[config.mk]
export PLATFORM = sky130hd
export DESIGN_NAME = acc40_unit
export DESIGN_NICKNAME = d
export VERILOG_FILES = /design/src/rtl/acc40_pkg.sv /design/src/rtl/acc40_shift.sv /design/src/rtl/acc40_clamp.sv /design/src/rtl/acc40_rdmux.sv /design/src/rtl/acc40_unit.sv
export SDC_FILE = /design/constraint.sdc
export NUM_CORES = 1
export LEC_CHECK = 0
export BUFFER_PORTS_ARGS = -buffer_cell sky130_fd_sc_hd__clkbuf_2
export CAP_MARGIN = 20
export CORE_MARGIN = 2
export CORE_UTILIZATION = 40
export DETAILED_ROUTE_END_ITERATION = 6
export MAX_ROUTING_LAYER = met4
export PLACE_DENSITY = 0.7
export SLEW_MARGIN = 20
export SYNTH_ARGS = -nofsm -noshare
export SYNTH_HDL_FRONTEND = slang
export SYNTH_SLANG_ARGS = --single-unit
[constraint.sdc]
create_clock -name clk_i -period 2.95 [get_ports clk_i]
set_input_delay 0.295 -clock clk_i [delete_from_list [all_inputs] [get_ports clk_i]]
set_output_delay 0.295 -clock clk_i [all_outputs]
set_load 0.03 [all_outputs]
[src/rtl/acc40_pkg.sv]
package acc40_pkg;
  localparam int unsigned ACC_W  = 40;
  localparam int unsigned DATA_W = 32;
  localparam int unsigned ADDR_W = 5;
  localparam int unsigned CMD_W  = 4;

  localparam int unsigned OFF_SHIFT = 'h08;
  localparam int unsigned OFF_LO    = 'h14;
  localparam int unsigned OFF_HI    = 'h18;
  localparam int unsigned OFF_CLAMP = 'h1C;

  localparam int unsigned SH_SMALL = 1;
  localparam int unsigned SH_LARGE = 4;

  typedef enum logic [CMD_W-1:0] {
    CMD_HOLD = 4'b0000,
    CMD_SR1  = 4'b0001,
    CMD_SR4  = 4'b0100,
    CMD_SL1  = 4'b1001,
    CMD_SL4  = 4'b1100
  } shift_cmd_e;

  typedef enum logic [1:0] {
    SEL_NONE,
    SEL_LO,
    SEL_HI,
    SEL_CLAMP
  } rd_sel_e;
endpackage

[src/rtl/acc40_shift.sv]
module acc40_shift
  import acc40_pkg::*;
#(
  parameter int unsigned W  = ACC_W,
  parameter int unsigned CW = CMD_W
) (
  input  logic [W-1:0]  acc_i,
  input  logic [CW-1:0] cmd_i,
  output logic [W-1:0]  acc_o,
  output logic          legal_o
);
  logic [W-1:0] sr_small, sr_large, sl_small, sl_large;

  assign sr_small = {{SH_SMALL{acc_i[W-1]}}, acc_i[W-1:SH_SMALL]};
  assign sr_large = {{SH_LARGE{acc_i[W-1]}}, acc_i[W-1:SH_LARGE]};
  assign sl_small = {acc_i[W-1-SH_SMALL:0], {SH_SMALL{1'b0}}};
  assign sl_large = {acc_i[W-1-SH_LARGE:0], {SH_LARGE{1'b0}}};

  always_comb begin
    acc_o   = acc_i;
    legal_o = 1'b1;
    unique case (cmd_i)
      CMD_HOLD: acc_o = acc_i;
      CMD_SR1:  acc_o = sr_small;
      CMD_SR4:  acc_o = sr_large;
      CMD_SL1:  acc_o = sl_small;
      CMD_SL4:  acc_o = sl_large;
      default:  legal_o = 1'b0;
    endcase
  end
endmodule

[src/rtl/acc40_clamp.sv]
module acc40_clamp
  import acc40_pkg::*;
#(
  parameter int unsigned W  = ACC_W,
  parameter int unsigned DW = DATA_W
) (
  input  logic [W-1:0]  acc_i,
  output logic [DW-1:0] clamp_o
);
  localparam int unsigned TOP_W = W - DW + 1;

  logic [TOP_W-1:0] top;
  logic             fits;

  // value fits in DW signed bits when the top bits agree with the sign
  assign top  = acc_i[W-1:DW-1];
  assign fits = (top == '0) || (top == '1);

  always_comb begin
    if (fits)            clamp_o = acc_i[DW-1:0];
    else if (acc_i[W-1]) clamp_o = {1'b1, {(DW-1){1'b0}}};
    else                 clamp_o = {1'b0, {(DW-1){1'b1}}};
  end
endmodule

[src/rtl/acc40_rdmux.sv]
module acc40_rdmux
  import acc40_pkg::*;
#(
  parameter int unsigned W  = ACC_W,
  parameter int unsigned DW = DATA_W
) (
  input  rd_sel_e       sel_i,
  input  logic [W-1:0]  acc_i,
  input  logic [DW-1:0] clamp_i,
  output logic [DW-1:0] rdata_o
);
  localparam int unsigned GW = W - DW;

  logic [DW-1:0] hi_word;
  assign hi_word = {{(DW-GW){acc_i[W-1]}}, acc_i[W-1:DW]};

  always_comb begin
    unique case (sel_i)
      SEL_LO:    rdata_o = acc_i[DW-1:0];
      SEL_HI:    rdata_o = hi_word;
      SEL_CLAMP: rdata_o = clamp_i;
      default:   rdata_o = '0;
    endcase
  end
endmodule

[src/rtl/acc40_unit.sv]
module acc40_unit
  import acc40_pkg::*;
#(
  parameter int unsigned W  = ACC_W,
  parameter int unsigned DW = DATA_W,
  parameter int unsigned AW = ADDR_W
) (
  input  logic          clk_i,
  input  logic          rst_ni,
  input  logic [AW-1:0] addr_i,
  input  logic          wr_en_i,
  input  logic [DW-1:0] wdata_i,
  output logic [DW-1:0] rdata_o,
  input  logic          prod_valid_i,
  input  logic [DW-1:0] prod_i
);
  localparam int unsigned GW = W - DW;

  logic [W-1:0]  acc_q, acc_d;
  logic [W-1:0]  shifted;
  logic          cmd_legal;
  logic [DW-1:0] clamp;
  logic          hit_lo, hit_hi, hit_shift, hit_clamp;
  logic          bus_owns;
  rd_sel_e       rd_sel;

  assign hit_lo    = addr_i == AW'(OFF_LO);
  assign hit_hi    = addr_i == AW'(OFF_HI);
  assign hit_shift = addr_i == AW'(OFF_SHIFT);
  assign hit_clamp = addr_i == AW'(OFF_CLAMP);
  assign bus_owns  = wr_en_i && (hit_lo || hit_hi || hit_shift);

  acc40_shift #(.W(W), .CW(CMD_W)) u_shift (
    .acc_i  (acc_q),
    .cmd_i  (wdata_i[CMD_W-1:0]),
    .acc_o  (shifted),
    .legal_o(cmd_legal)
  );

  acc40_clamp #(.W(W), .DW(DW)) u_clamp (
    .acc_i  (acc_q),
    .clamp_o(clamp)
  );

  always_comb begin
    acc_d = acc_q;
    if (bus_owns) begin
      // bus write wins over a same-cycle product
      if (hit_lo)                  acc_d = {{GW{wdata_i[DW-1]}}, wdata_i};
      else if (hit_hi)             acc_d = {wdata_i[GW-1:0], acc_q[DW-1:0]};
      else if (cmd_legal)          acc_d = shifted;
    end else if (prod_valid_i) begin
      acc_d = acc_q + {{GW{prod_i[DW-1]}}, prod_i};
    end
  end

  always_ff @(posedge clk_i or negedge rst_ni) begin
    if (!rst_ni) acc_q <= '0;
    else         acc_q <= acc_d;
  end

  always_comb begin
    if (hit_lo)         rd_sel = SEL_LO;
    else if (hit_hi)    rd_sel = SEL_HI;
    else if (hit_clamp) rd_sel = SEL_CLAMP;
    else                rd_sel = SEL_NONE;
  end

  acc40_rdmux #(.W(W), .DW(DW)) u_rdmux (
    .sel_i  (rd_sel),
    .acc_i  (acc_q),
    .clamp_i(clamp),
    .rdata_o(rdata_o)
  );
endmodule

==> results.txt <==
DRC violations left -> 0
Commonest non-fill, non-tap cells in the layout -> clkbuf_2 (104), nor2_1 (99), nand2_1 (93), a21oi_1 (85), o21ai_0 (71)
Post-Synth Adder-Cell Area -> 0.08692
# setup viols final -> 0
DR vias -> 7,059
Diode count -> 0
Most used DFF post-synth -> dfrtp_1
Chip width -> 124.9 um
Synthesized net count -> 936
Hold buffers post-CTS -> 0
CP max stage cell -> dfrtp_1
Initial Util -> 0.4052
Worst-case clock buffer depth -> 2
Most flops, register -> acc_q
CTS Root Cell -> clkbuf_16
Main combinational cell family by area after synthesis -> compound AO/OA/AOI/OAI gates
First-pass GRT wire length -> 35.46 mm
Cell Area, Placed -> 0.006764 mm2
Peak VDD IR -> 0.3928 mV
Final Cell Area -> 0.007008 mm2
Met2 usage -> 0.4320
Initial DRC Count -> 870
Top flop regs -> acc_q (40)
Outcome -> completed
Post-synthesis register bit count -> 40
CP Capture Type -> register
Htree depth -> 2
Cell variety after synth -> 62
Pre-CTS WS -> -0.05026 ns
Syn. warnings -> 0
Vias in the first global route -> 6,670
Mux contribution to synthesized area -> 0.05823
Post-DRT Antenna Nets -> 0
Rows -> 44
WL per Instance -> 20.03 um
Routability cong. -> 0.9936
First drt pass iteration count -> 5
Slew HR -> 0.3651
Die area -> 0.01559 mm2
Remaining global-route overflow -> 0
Post-DP HPWL -> 16.07 mm
Initial antenna violation count -> 0
Synth Area in XOR/XNOR -> 0.04945
All-layer global routing usage -> 0.2873
CTS tree -> yes
Synth Cell Area -> 0.005844 mm2
Worst Setup Path Type -> register to register
Worst path cell trace -> ha_2 -> inv_2 -> fa_2 -> and2b_1 -> o211a_4 -> o221ai_4 -> o211ai_1 -> a311o_1 -> a221oi_4 -> buf_4 -> xor2_1 -> o21ai_0
M3 GR Usage -> 0.03780
Lkg Pwr -> 3.328 nW
Tightest Pin Transition -> 0.9524 ns
Worst EP required -> 3.11 ns
FF-to-FF setup slack -> 0.17 ns
Final slew viol count -> 0
Core Region -> 0.01442 mm2
Post-synthesis compound-gate area fraction -> 0.3914
Clock latency on the worst-skew pair -> 0.29 ns
Met1 Use GR -> 0.3933
Largest register FFs -> 40
Largest net degree at the start of global routing -> 40
Syn Area/Cell -> 7.101 um2
Commonest non-fill, non-tap cell in the layout -> clkbuf_2
CP startpoint kind -> register
Layout cell share with drive strength beyond 1 -> 0.2017
Post-Syn Instances -> 823
Syn-to-layout area delta -> 19.91%
IO buf count -> 104
Clock sink count -> 40
Ports -> 105
Critical path peak fanout -> 3
TritonCTS Buffers -> 5
Worst R2R Path Depth -> 12
Final nets -> 1,039
Slowest Stage Delay on Critical Path -> 0.38 ns
Final Hold Fails -> 0
Clock-pin slew on the worst setup and hold paths -> 0.07 ns
Slack of the critical path -> 0.1679 ns
Post-route setup TNS -> 0 ns
Layout filler cell count -> 1,465
Worst hold path class -> input pin to asynchronous set/reset pin
Synth Area in Simple Gates -> 0.1955
Post-synth EDFFs -> 0
Die Height -> 124.9 um
Fmax -> 0.3594 GHz
Max-cap viol count -> 0
Register area share after synthesis -> 0.1713
Total Power -> 0.006802 W
Final min period -> 2.782 ns
Power Density -> 970.6 mW/mm2
Post-DR vias/cell -> 6.354
WL final -> 22.25 mm
Async set-reset flop share out of synthesis -> 1.000
Critical Path AT -> 2.94 ns
Final worst path period share -> 0.9431
Skew final -> 0.004575 ns
Most Used Layer, Global Route -> met2
-- repair_timing --
| item | CTS | global route |
|---|---|---|
| gates resized for setup | 1 | 14 |
| pin swaps | 4 | 9 |
| endpoints found under the setup margin | 1 | 18 |
| setup buffers | 2 | 2 |
-- final timing paths --
path,startpoint,end
worst max register to register,acc_q[0]$_DFFE_PN0P_,acc_q[28]$_DFFE_PN0P_
worst max-delay path,acc_q[0]$_DFFE_PN0P_,acc_q[28]$_DFFE_PN0P_
worst min register to register,acc_q[0]$_DFFE_PN0P_,acc_q[0]$_DFFE_PN0P_
max in group asynchronous,rst_ni,acc_q[27]$_DFFE_PN0P_
worst min-delay path,rst_ni,acc_q[33]$_DFFE_PN0P_
min in group clk_i,wdata_i[17],acc_q[17]$_DFFE_PN0P_
-- power by group --
group          total, W  switching [W]  leakage (nW)  internal (W)
combinational   0.00488        0.00280          2.78       0.00208
sequential      0.00127       0.000444         0.472      0.000824
clock          0.000655       0.000256        0.0808      0.000399
total           0.00680        0.00350          3.33       0.00330
-- per-stage QoR --
| stage | utilization | hold WS (ns) | cells |
|---|---|---|---|
| 2_1_floorplan | - | -0.0005911 | 823 |
| 3_3_place_gp | 0.4689 | 0.4574 | 1099 |
| 3_5_place_dp | 0.4689 | 0.4622 | 1099 |
| 4_1_cts | 0.4815 | 0.1526 | 1109 |
| 5_1_grt | 0.4859 | 0.1868 | 1111 |
| 6_report | 0.4859 | 0.1409 | 1111 |
-- cell families after synthesis --
family                   Yosys count
AO/OA/AOI/OAI                    340
XOR/XNOR                          33
adder cells (fa/ha/maj)           40
buffers and inverters             73
flip-flops                        40
multiplexers                      34
AND/OR/NAND/NOR                  263
-- layer usage --
| layer | wire (um) | part of all wire |
|---|---|---|
| met5 | 0 | 0 |
| met4 | 879 | 0.040 |
| met2 | 9820 | 0.44 |
| met1 | 9552 | 0.43 |
| met3 | 1995 | 0.090 |
-- layout make-up --
| cell class | instances | area (um2) | share of cell area |
|---|---|---|---|
| Clock buffer | 6 | 128.9 | 0.01839 |
| Clock inverter | 2 | 35.03 | 0.004999 |
| Inverter | 12 | 45.04 | 0.006427 |
| Multi-Input combinational cell | 710 | 4637 | 0.6617 |
| Sequential cell | 40 | 1001 | 0.1428 |
| Tap cell | 184 | 230.2 | 0.03285 |
| Timing Repair Buffer | 157 | 930.9 | 0.1328 |
-- Yosys cell counts, types with 3 or more instances --
master | number | area (um2)
or3_1 | 3 | 18.77
a31oi_1 | 12 | 75.07
clkbuf_1 | 50 | 187.7
nand2b_1 | 3 | 18.77
a21oi_1 | 85 | 425.4
nor2b_1 | 6 | 37.54
and2_1 | 5 | 31.28
or2_2 | 3 | 18.77
and3_1 | 5 | 31.28
o21a_1 | 5 | 37.54
o211ai_1 | 17 | 127.6
a21o_1 | 49 | 367.9
buf_1 | 9 | 33.78
a211oi_1 | 10 | 75.07
dfrtp_1 | 40 | 1001
xnor2_1 | 18 | 157.7
o31ai_1 | 4 | 30.03
nor2_1 | 101 | 379.1
nor3_1 | 12 | 60.06
a221o_1 | 11 | 110.1
o21bai_1 | 5 | 37.54
nand4_1 | 13 | 81.33
ha_1 | 39 | 488.0
xor2_1 | 15 | 131.4
a221oi_1 | 36 | 315.3
inv_1 | 12 | 45.04
mux2i_1 | 34 | 340.3
nand2_1 | 93 | 349.1
nand3_1 | 12 | 60.06
o21ai_0 | 76 | 380.4
-- worst max-delay path: cells and delay by family, from the launching register on --
family	cells	cell delay [ns]
adder cells (fa/ha/maj)	2	0.39
AND/OR/NAND/NOR	1	0.21
buffers and inverters	2	0.22
XOR/XNOR	1	0.13
flip-flops	1	0.38
AO/OA/AOI/OAI	6	1.34
(Power assumes the default switching activity.)
